<file path="src/rtl/pcc_pkg.sv">
// Shared types for the compare channel.
// Assumes: the function field is two bits wide.
package pcc_pkg;
    typedef enum logic [1:0] {
        FN_TIMER  = 2'b00,
        FN_TOGGLE = 2'b01,
        FN_FREQ   = 2'b10,
        FN_PWM    = 2'b11
    } func_e;
endpackage

</file>
<file path="src/rtl/pcc_event.sv">
// Event detector: finds comparator hits and PWM field wraps for a strobed count.
// Assumes: BASE_RES + max cycle-length <= CNT_W and BASE_RES == CNT_W/2.
module pcc_event
    import pcc_pkg::*;
#(
    parameter int CNT_W    = 16,
    parameter int BASE_RES = 8,
    parameter int CYC_W    = 2
) (
    input  logic [CNT_W-1:0] cnt,
    input  logic [CNT_W-1:0] cmp,
    input  logic [CYC_W-1:0] cyc_len,
    input  func_e            fn,
    input  logic             wide,
    input  logic             cmp_en,
    input  logic             cnt_step,
    output logic             hit,
    output logic             wrap
);
    localparam int HALF_W = CNT_W / 2;

    logic [CNT_W-1:0] res_mask;
    logic             eq_full, eq_half, eq_res, zero_res, zero_full, raw_eq;

    // Build the mask covering the active narrow-PWM bits.
    always_comb begin
        for (int i = 0; i < CNT_W; i++) begin
            res_mask[i] = (i < (BASE_RES + int'(cyc_len)));
        end
    end

    // Compare the count against the compare value at each width.
    always_comb begin
        eq_full   = (cnt == cmp);
        eq_half   = (cnt[HALF_W-1:0] == cmp[HALF_W-1:0]);
        eq_res    = (((cnt ^ cmp) & res_mask) == '0);
        zero_res  = ((cnt & res_mask) == '0);
        zero_full = (cnt == '0);
    end

    // Pick the comparison that applies to the current function.
    always_comb begin
        case (fn)
            FN_FREQ: raw_eq = eq_half;
            FN_PWM:  raw_eq = wide ? eq_full : eq_res;
            default: raw_eq = eq_full;
        endcase
        hit  = cnt_step && cmp_en && raw_eq;
        wrap = cnt_step && (fn == FN_PWM) && (wide ? zero_full : zero_res);
    end
endmodule

</file>
<file path="src/rtl/pcc_regs.sv">
// Compare and reload storage with write steering and hardware updates.
// Assumes: a software write has priority over reload copy and frequency advance.
module pcc_regs #(
    parameter int CNT_W = 16
) (
    input  logic             clk,
    input  logic             rst_n,
    input  logic             wr_en,
    input  logic [CNT_W-1:0] wr_data,
    input  logic             to_reload,
    input  logic             reload_now,
    input  logic             reload_reg,
    input  logic             freq_adv,
    output logic [CNT_W-1:0] cmp_q,
    output logic [CNT_W-1:0] rld_q
);
    localparam int HALF_W = CNT_W / 2;

    // Reload register: loaded by steered writes only.
    always_ff @(posedge clk) begin
        if (!rst_n)                  rld_q <= '0;
        else if (wr_en && to_reload) rld_q <= wr_data;
    end

    // Compare register: write, then wrap reload, then frequency advance.
    always_ff @(posedge clk) begin
        if (!rst_n) begin
            cmp_q <= '0;
        end else if (wr_en && !to_reload) begin
            cmp_q <= wr_data;
        end else if (reload_now) begin
            if (reload_reg) cmp_q <= rld_q;
            else            cmp_q[HALF_W-1:0] <= cmp_q[CNT_W-1:HALF_W];
        end else if (freq_adv) begin
            cmp_q[HALF_W-1:0] <= cmp_q[HALF_W-1:0] + cmp_q[CNT_W-1:HALF_W];
        end
    end
endmodule

</file>
<file path="src/rtl/pcc_wave.sv">
// Output stage: pin waveform, match and overflow flags, interrupt request.
// Assumes: hit and wrap are already qualified by the counter strobe.
module pcc_wave (
    input  logic clk,
    input  logic rst_n,
    input  logic hit,
    input  logic wrap,
    input  logic is_pwm,
    input  logic is_pwmn,
    input  logic is_toggle,
    input  logic cmp_en,
    input  logic flag_en,
    input  logic flag_clr,
    input  logic ovf_clr,
    input  logic irq_en,
    input  logic ovf_irq_en,
    output logic pin_out,
    output logic match_flag,
    output logic ovf_flag,
    output logic irq
);
    // Pin: PWM forced low when off, match low beats wrap high; toggle modes invert.
    always_ff @(posedge clk) begin
        if (!rst_n)                   pin_out <= 1'b0;
        else if (is_pwm && !cmp_en)   pin_out <= 1'b0;
        else if (is_pwm && hit)       pin_out <= 1'b0;
        else if (is_pwm && wrap)      pin_out <= 1'b1;
        else if (is_toggle && hit)    pin_out <= ~pin_out;
    end

    // Match flag: set wins over clear.
    always_ff @(posedge clk) begin
        if (!rst_n)                               match_flag <= 1'b0;
        else if (hit && (!is_pwm || flag_en))     match_flag <= 1'b1;
        else if (flag_clr)                        match_flag <= 1'b0;
    end

    // Overflow flag: narrow PWM wraps only.
    always_ff @(posedge clk) begin
        if (!rst_n)                ovf_flag <= 1'b0;
        else if (wrap && is_pwmn)  ovf_flag <= 1'b1;
        else if (ovf_clr)          ovf_flag <= 1'b0;
    end

    // Interrupt request from enabled flags.
    always_comb irq = (match_flag && irq_en) || (ovf_flag && ovf_irq_en);
endmodule

</file>
<file path="src/rtl/pca_compare_channel.sv">
// Top of one compare channel: decodes the mode, steers register access,
// and joins the event detector, register store and output stage.
// Assumes: the counter and its strobe come from shared logic outside.
module pca_compare_channel
    import pcc_pkg::*;
#(
    parameter int CNT_W    = 16,
    parameter int BASE_RES = 8,
    parameter int CYC_W    = 2
) (
    input  logic             clk,
    input  logic             rst_n,
    input  logic [CNT_W-1:0] cnt,
    input  logic             cnt_step,
    input  logic [1:0]       fsel,
    input  logic             pwm_wide,
    input  logic [CYC_W-1:0] cyc_len,
    input  logic             cmp_en,
    input  logic             flag_en,
    input  logic             irq_en,
    input  logic             ovf_irq_en,
    input  logic             reload_sel,
    input  logic             wr_en,
    input  logic [CNT_W-1:0] wr_data,
    input  logic             flag_clr,
    input  logic             ovf_clr,
    output logic [CNT_W-1:0] rd_data,
    output logic             pin_out,
    output logic             match_flag,
    output logic             ovf_flag,
    output logic             irq
);
    func_e            fn;
    logic             is_pwm, is_pwmn, is_toggle, to_reload, reload_reg;
    logic             hit, wrap;
    logic [CNT_W-1:0] cmp_q, rld_q;

    // Mode decode and access steering.
    always_comb begin
        fn         = func_e'(fsel);
        is_pwm     = (fn == FN_PWM);
        is_pwmn    = is_pwm && !pwm_wide;
        is_toggle  = (fn == FN_TOGGLE) || (fn == FN_FREQ);
        reload_reg = (cyc_len != '0);
        to_reload  = is_pwmn && reload_reg && reload_sel;
        rd_data    = to_reload ? rld_q : cmp_q;
    end

    pcc_event #(.CNT_W(CNT_W), .BASE_RES(BASE_RES), .CYC_W(CYC_W)) u_event (
        .cnt(cnt), .cmp(cmp_q), .cyc_len(cyc_len), .fn(fn), .wide(pwm_wide),
        .cmp_en(cmp_en), .cnt_step(cnt_step), .hit(hit), .wrap(wrap)
    );

    pcc_regs #(.CNT_W(CNT_W)) u_regs (
        .clk(clk), .rst_n(rst_n), .wr_en(wr_en), .wr_data(wr_data),
        .to_reload(to_reload), .reload_now(wrap && is_pwmn),
        .reload_reg(reload_reg), .freq_adv(hit && (fn == FN_FREQ)),
        .cmp_q(cmp_q), .rld_q(rld_q)
    );

    pcc_wave u_wave (
        .clk(clk), .rst_n(rst_n), .hit(hit), .wrap(wrap), .is_pwm(is_pwm),
        .is_pwmn(is_pwmn), .is_toggle(is_toggle), .cmp_en(cmp_en),
        .flag_en(flag_en), .flag_clr(flag_clr), .ovf_clr(ovf_clr),
        .irq_en(irq_en), .ovf_irq_en(ovf_irq_en), .pin_out(pin_out),
        .match_flag(match_flag), .ovf_flag(ovf_flag), .irq(irq)
    );
endmodule

</file>
<file path="config.mk">
export PLATFORM = sky130hd
export DESIGN_NAME = pca_compare_channel
export DESIGN_NICKNAME = d
export VERILOG_FILES = /design/src/rtl/pcc_pkg.sv /design/src/rtl/pcc_event.sv /design/src/rtl/pcc_regs.sv /design/src/rtl/pcc_wave.sv /design/src/rtl/pca_compare_channel.sv
export SDC_FILE = /design/constraint.sdc
export NUM_CORES = 1
export LEC_CHECK = 0
export CORE_UTILIZATION = 25
export DETAILED_ROUTE_END_ITERATION = 6
export PLACE_DENSITY_LB_ADDON = 0.15
export SYNTH_ARGS = -nofsm -noshare
export SYNTH_HDL_FRONTEND = slang
export SYNTH_SLANG_ARGS = --single-unit
</file>
<file path="constraint.sdc">
create_clock -name clk -period 5.2 [get_ports clk]
set_clock_uncertainty 0.15 [all_clocks]
set_input_delay 1.04 -clock clk [delete_from_list [all_inputs] [get_ports clk]]
set_output_delay 1.04 -clock clk [all_outputs]
set_load 0.05 [all_outputs]
</file>
==> metrics.log, run 1 <==
[metrics] worst voltage drop across the vdd grid: around 110 uV
[metrics] leftover overflow at the end of global routing: 0
[metrics] # DRC: 0
[metrics] Chip Width: 101 um
[metrics] register area: roughly 700 um2
[metrics] clock-pin transition on the worst setup and hold timing paths: 0.08 ns
[metrics] total half-perimeter wirelength after legalization and detailed placement: 5920 um
[metrics] number of detailed-routing iterations run before antenna repair: 4
[metrics] largest net degree at the start of global routing: 22
[metrics] maximum level of the CTS H-tree: 2
[metrics] reg-to-reg startpoint: u_regs.cmp_q[8]
[metrics] Num Clock Sinks: 35
[metrics] total detailed-routing wirelength: around 8000 um
[metrics] list of cells traversed by the critical path: clkdlybuf4s50_1 -> ha_1 -> nand2b_1 -> nor3b_2 -> buf_4 -> mux2_2 -> clkdlybuf4s50_1
[metrics] critical path's largest stage delay: 0.71 ns
[metrics] cell area after placement: about 3300 um2
[metrics] count of fill cells added during filler insertion: 991
[metrics] WS Path Type: primary input to output pin
[metrics] share of the clock period used by the worst path: 0.899
[metrics] share of the synthesized area in the top cell type: 0.284
[metrics] post-synthesis to final-layout area growth: 37.5%
[metrics] CTS tree: done
[metrics] footprint of the multi-input gates: 1650 um2
[metrics] antenna violations before repair: 0
[metrics] antenna diode instance count: 0
[metrics] CP Depth: 7
[metrics] cells after synthesis: around 300
[metrics] total number of nets in the final design: 425
[metrics] count of pins on the block boundary: 68
[metrics] number of synthesized flops with an enable pin: 0
[metrics] critical path launch point type: primary input
[metrics] count of buffers from port buffering: 67
[metrics] arrival time at the worst endpoint: 3.48 ns
[metrics] Worst path slowest cell: clkdlybuf4s50_1
[metrics] number of placement rows: 35
[metrics] wire length of the first global-routing pass: around 12000 um
[metrics] most common cell after layout, fill and taps aside: clkdlybuf4s50_1
[metrics] CORE AREA: about 9400 um2
[metrics] Leak: roughly 1.3 nW
[metrics] number of unique standard cell types used by synthesis: 49
[metrics] average via count per standard cell: 4.76
[metrics] cell at the root of the clock tree: clkbuf_8
[metrics] vertical die dimension: 101 um
[metrics] final period demand of the worst path: 4.67 ns
[metrics] Iter 0 DRT Violations: just under 90
[metrics] clock network latency to the later pin of the worst-skew pair: 0.29 ns
[metrics] DR WL/cell: between 15 and 20 um
[metrics] power density over the cells: roughly 240 nW/um2
[metrics] number of flip-flops and latches in the synthesized netlist: 35
[metrics] residual antenna-violating net count after detailed routing: 0
[metrics] post-synthesis cell area: ~2500 um2
[metrics] finished layout cell area: 3390 um2
[metrics] TritonCTS Buffers: 5
[metrics] share of synthesized flip-flops with an asynchronous set or reset: 0
[metrics] crit path launch: fsel[1]
[metrics] status: finished clean
[metrics] most repeated library cell on the critical path: clkdlybuf4s50_1
[metrics] routability cong.: 0.827
[metrics] Setup-failing EPs final: 0
[metrics] post-CTS repair timing setup buffer count: 0
[metrics] crit path capture type: output pin
[metrics] FF-to-FF setup slack: 2.94 ns
[metrics] Reg2Reg Capture Point: u_regs.cmp_q[6]
[metrics] routed via count: 2367
[metrics] hold buffer count at cts: 0
[metrics] yosys synthesis warning count: 0
[metrics] class of the tightest hold or removal check: register to register
[metrics] Total Routing Usage GR: 0.157
[metrics] number of global-route vias before repair: 2364
[metrics] initial standard-cell utilization of the core: 0.262
[metrics] number of buffers on the longest clock path: 2
[metrics] net count of the mapped netlist: 361
[metrics] remaining max-slew budget at the tightest pin: 0.514
[metrics] number of cells upsized or downsized after cts: 0
[metrics] Worst-Margin Slew: 0.729 ns
[metrics] per-instance average area after synthesis: 8.14 um2
[metrics] max-cap viol count: 0
[metrics] Critical path destination: rd_data[11]
[metrics] TNS Setup: 0 ns
[metrics] Worst Reg-to-Reg Cells: 10
[metrics] biggest area contributors in the synthesized netlist: dfxtp_1, nand2_1, mux2_2, xnor2_1, a21boi_0
[metrics] unrepaired setup endpoints after global routing: no
[metrics] end-of-flow core utilization: 0.360
[metrics] sequential share of the synthesized area: 0.284
[metrics] area of the die: 10300 um2
[metrics] share of post-route cells with drive strength above 1: 0.109
[metrics] max-slew violations: 0
[metrics] most used flip-flop cell after synthesis: dfxtp_1
[metrics] Final Hold Vio Count: 0
[metrics] most used cells in the layout excluding fill and tap cells: clkdlybuf4s50_1, nand2_1, dfxtp_1, a21boi_0
[metrics] WP buf/inv: 3
[metrics] leading area contributor after synthesis: dfxtp_1
[metrics] critical path peak fanout: 14
[metrics] required time of the critical path: between 4 and 5 ns
[metrics] delay-heaviest family, CP: buffers and inverters
[metrics] Min Hold Slack: 0.324 ns
[metrics] total design power: 0.803 mW
[metrics] Achievable Freq: 0.214 GHz
-- logic make-up after synthesis --
kind of cell / count (synthesis) / synth area share
xor gates and xnor gates: 23 / 0.0816
adders and majority gates: 10 / 0.0538
AOI/OAI and AO/OA: 71 / 0.209
DFF: 35 / 0.284
and+or+nand+nor: 117 / 0.225
muxes: 22 / 0.0974
buffers and inverters: 25 / 0.0492
-- flip-flops by register name, indices dropped and copies added, names as in the netlist --
name,cells
u_regs.cmp_q,16
u_regs.rld_q,16
u_wave.match_flag,1
u_wave.ovf_flag,1
u_wave.pin_out,1
-- layer usage --
| layer | share of wire | vias to the layer above | routed length (um) | global-route usage |
|---|---|---|---|---|
| li1 | - | 1197 | - | - |
| met1 | 0.50 | 1107 | 3880 | 0.216 |
| met2 | 0.44 | 57 | 3420 | 0.255 |
| met3 | 0.054 | 6 | 421 | 0.0324 |
| met4 | 0.0075 | 0 | 58 | 0.0301 |
| met5 | 0 | - | 0 | 0 |
-- cell type report --
cell class              count  area share
well taps                 129      0.0476
multi-input cells         243       0.486
inverters                   9     0.00996
clock inverters             3      0.0199
repair buffers             73       0.209
flip-flops and latches     35       0.206
clock buffers               5      0.0203
-- how the worst min path moves through the flow --
stage,startpoint,end,cells past startpoint
after floorplan,u_regs.rld_q[2],u_regs.rld_q[2],2
after global placement,u_regs.rld_q[8],u_regs.rld_q[8],2
after detailed placement,u_regs.rld_q[2],u_regs.rld_q[2],2
after CTS,u_regs.rld_q[2],u_regs.rld_q[2],2
after global routing,u_regs.rld_q[3],u_regs.rld_q[3],2
final,u_regs.rld_q[2],u_regs.rld_q[2],2
-- worst min-delay path: stages (launching register included) --
cell and delay (ns):
dfxtp_1 0.32, nand2_1 0.05, a21boi_0 0.06
-- per-stage QoR --
step                worst slack [ns]  cells
detailed placement             0.553    489
CTS                            0.528    497
finish                         0.526    497
global route                   0.441    497
floorplan                      0.979    303
global placement               0.613    489
-- Yosys cell counts, types with 9 or more instances --
cell / number
dfxtp_1: 35
a21boi_0: 18
mux2_2: 16
xnor2_1: 16
a21oi_1: 9
nand3_1: 12
o21ai_0: 11
ha_1: 9
nor2_1: 10
nand2_1: 61
inv_1: 9
-- where the power goes --
part           switching [mW]  total (mW)  internal [mW]
logic                   0.106       0.204         0.0976
clock network           0.112       0.303          0.191
registers              0.0177       0.296          0.278
No activity file was read; power rests on OpenSTA's default activity.
==> run 2, diff against run 1 <==
--- a/config.mk
+++ b/config.mk
@@ -5,9 +5,11 @@
 export SDC_FILE = /design/constraint.sdc
 export NUM_CORES = 1
 export LEC_CHECK = 0
+export CORE_MARGIN = 2
 export CORE_UTILIZATION = 25
 export DETAILED_ROUTE_END_ITERATION = 6
 export PLACE_DENSITY_LB_ADDON = 0.15
+export SLEW_MARGIN = 20
 export SYNTH_ARGS = -nofsm -noshare
 export SYNTH_HDL_FRONTEND = slang
 export SYNTH_SLANG_ARGS = --single-unit
==> metrics.log, run 2 (synthesized netlist as in run 1, its figures left out) <==
[metrics] critical path's largest stage delay: 0.71 ns
[metrics] routed via count: 2362
[metrics] critical path peak fanout: 22
[metrics] finished layout cell area: 3350 um2
[metrics] Setup-failing EPs final: 0
[metrics] Worst path slowest cell: clkdlybuf4s50_1
[metrics] Setup WS post-layout: between 0.5 and 0.6 ns
[metrics] antenna violations before repair: 0
[metrics] max-slew violations: 0
[metrics] unrepaired setup endpoints after global routing: no
[metrics] share of post-route cells with drive strength above 1: 0.106
[metrics] most used cells in the layout excluding fill and tap cells: clkdlybuf4s50_1, nand2_1, dfxtp_1, a21boi_0
[metrics] CTS tree: done
[metrics] vertical die dimension: 103 um
[metrics] initial standard-cell utilization of the core: 0.255
[metrics] Achievable Freq: roughly 0.22 GHz
[metrics] remaining max-slew budget at the tightest pin: 0.535
[metrics] Leak: between 1 and 1.5 nW
[metrics] post-CTS repair timing setup buffer count: 0
[metrics] final period demand of the worst path: 4.63 ns
[metrics] Worst Hold Depth: 2
[metrics] Worst-Margin Slew: 0.698 ns
[metrics] largest net degree at the start of global routing: 23
[metrics] average via count per standard cell: 4.72
[metrics] antenna diode instance count: 0
[metrics] WS Path Type: primary input to output pin
[metrics] total half-perimeter wirelength after legalization and detailed placement: approximately 5800 um
[metrics] wire length of the first global-routing pass: 12100 um
[metrics] Chip Width: 103 um
[metrics] total number of nets in the final design: 424
[metrics] residual antenna-violating net count after detailed routing: 0
[metrics] power density over the cells: 214 nW/um2
[metrics] most common cell after layout, fill and taps aside: clkdlybuf4s50_1
[metrics] WP buf/inv: 3
[metrics] worst voltage drop across the vdd grid: 106 uV
[metrics] TritonCTS Buffers: 5
[metrics] delay-heaviest family, CP: buffers and inverters
[metrics] arrival time at the worst endpoint: 3.44 ns
[metrics] dpl ws: 0.582 ns
[metrics] count of buffers from port buffering: between 60 and 70
[metrics] area of the die: 10700 um2
[metrics] maximum level of the CTS H-tree: 2
[metrics] leftover overflow at the end of global routing: 0
[metrics] required time of the critical path: ~4 ns
[metrics] CP Depth: 7
[metrics] most repeated library cell on the critical path: clkdlybuf4s50_1
[metrics] cell area after placement: 3250 um2
[metrics] max-cap viol count: 0
[metrics] total detailed-routing wirelength: 7700 um
[metrics] class of the tightest hold or removal check: register to register
[metrics] status: finished clean
[metrics] # DRC: 0
[metrics] Total Routing Usage GR: 0.148
[metrics] share of the clock period used by the worst path: 0.891
[metrics] TNS Setup: 0 ns
[metrics] count of pins on the block boundary: 68
[metrics] Num Clock Sinks: 35
[metrics] post-synthesis to final-layout area growth: 35.9%
[metrics] Min Hold Slack: 0.334 ns
[metrics] number of global-route vias before repair: 2318
[metrics] CORE AREA: 9680 um2
[metrics] Final Hold Vio Count: 0
[metrics] number of cells upsized or downsized after cts: 0
[metrics] cell at the root of the clock tree: clkbuf_8
[metrics] critical path launch point type: primary input
[metrics] clock network latency to the later pin of the worst-skew pair: approximately 0.29 ns
[metrics] crit path capture type: output pin
[metrics] DR WL/cell: 15.4 um
[metrics] Iter 0 DRT Violations: 78
[metrics] hold buffer count at cts: 0
[metrics] Worst Reg-to-Reg Cells: 10
[metrics] list of cells traversed by the critical path: clkdlybuf4s50_1 -> ha_1 -> nand2b_1 -> nor3b_2 -> buf_4 -> mux2_2 -> clkdlybuf4s50_1
[metrics] number of placement rows: 36
[metrics] clock-pin transition on the worst setup and hold timing paths: 0.08 ns
[metrics] number of detailed-routing iterations run before antenna repair: 4
[metrics] number of buffers on the longest clock path: 2
[metrics] registers with the most flip-flops: u_regs.cmp_q: 16 flops, u_regs.rld_q: 16 flops
[metrics] routability cong.: 0.804
-- run 2: layout make-up --
class | instances | area, um2
fillers | 1020 | 6330
clock buffers | 6 | 82.6
clock inverters | 2 | 16.3
repair buffers | 72 | 703
inverters | 9 | 33.8
flip-flops and latches | 35 | 701
well taps | 133 | 166
multi-input cells | 243 | 1650
-- run 2: path summary, 6_finish.rpt --
check,slack (ns),to,start
setup / recovery,0.57,rd_data[8],fsel[1]
hold / removal,0.33,u_regs.rld_q[14],u_regs.rld_q[14]
setup reg to reg,2.95,u_regs.cmp_q[4],u_regs.cmp_q[8]
hold reg to reg,0.33,u_regs.rld_q[14],u_regs.rld_q[14]
-- run 2: metrics by stage --
step | total power [mW] | cells | util
after floorplan | 0.420 | 303 | -
after global placement | 0.504 | 492 | 0.336
after detailed placement | 0.505 | 492 | 0.336
after CTS | 0.731 | 500 | 0.346
after global routing | 0.759 | 500 | 0.346
final | 0.718 | 500 | 0.346
-- run 2: tightest hold or removal path, stage by stage (launching register included) --
cell and delay (ns):
dfxtp_1 0.32, nand2_1 0.05, a21boi_0 0.07
-- run 2: where the power goes --
| part | internal (mW) | switching, mW |
|---|---|---|
| Sequential | 0.278 | 0.0179 |
| Combinational | 0.0972 | 0.105 |
| Clock | 0.108 | 0.111 |
-- run 2: layer usage --
layer / up-vias / global-route usage / share of wire
met3: 2 / 0.0296 / 0.052
met1: 1100 / 0.202 / 0.50
met4: 0 / 0.0334 / 0.0040
met5: - / 0 / 0
li1: 1204 / - / -
met2: 56 / 0.242 / 0.44
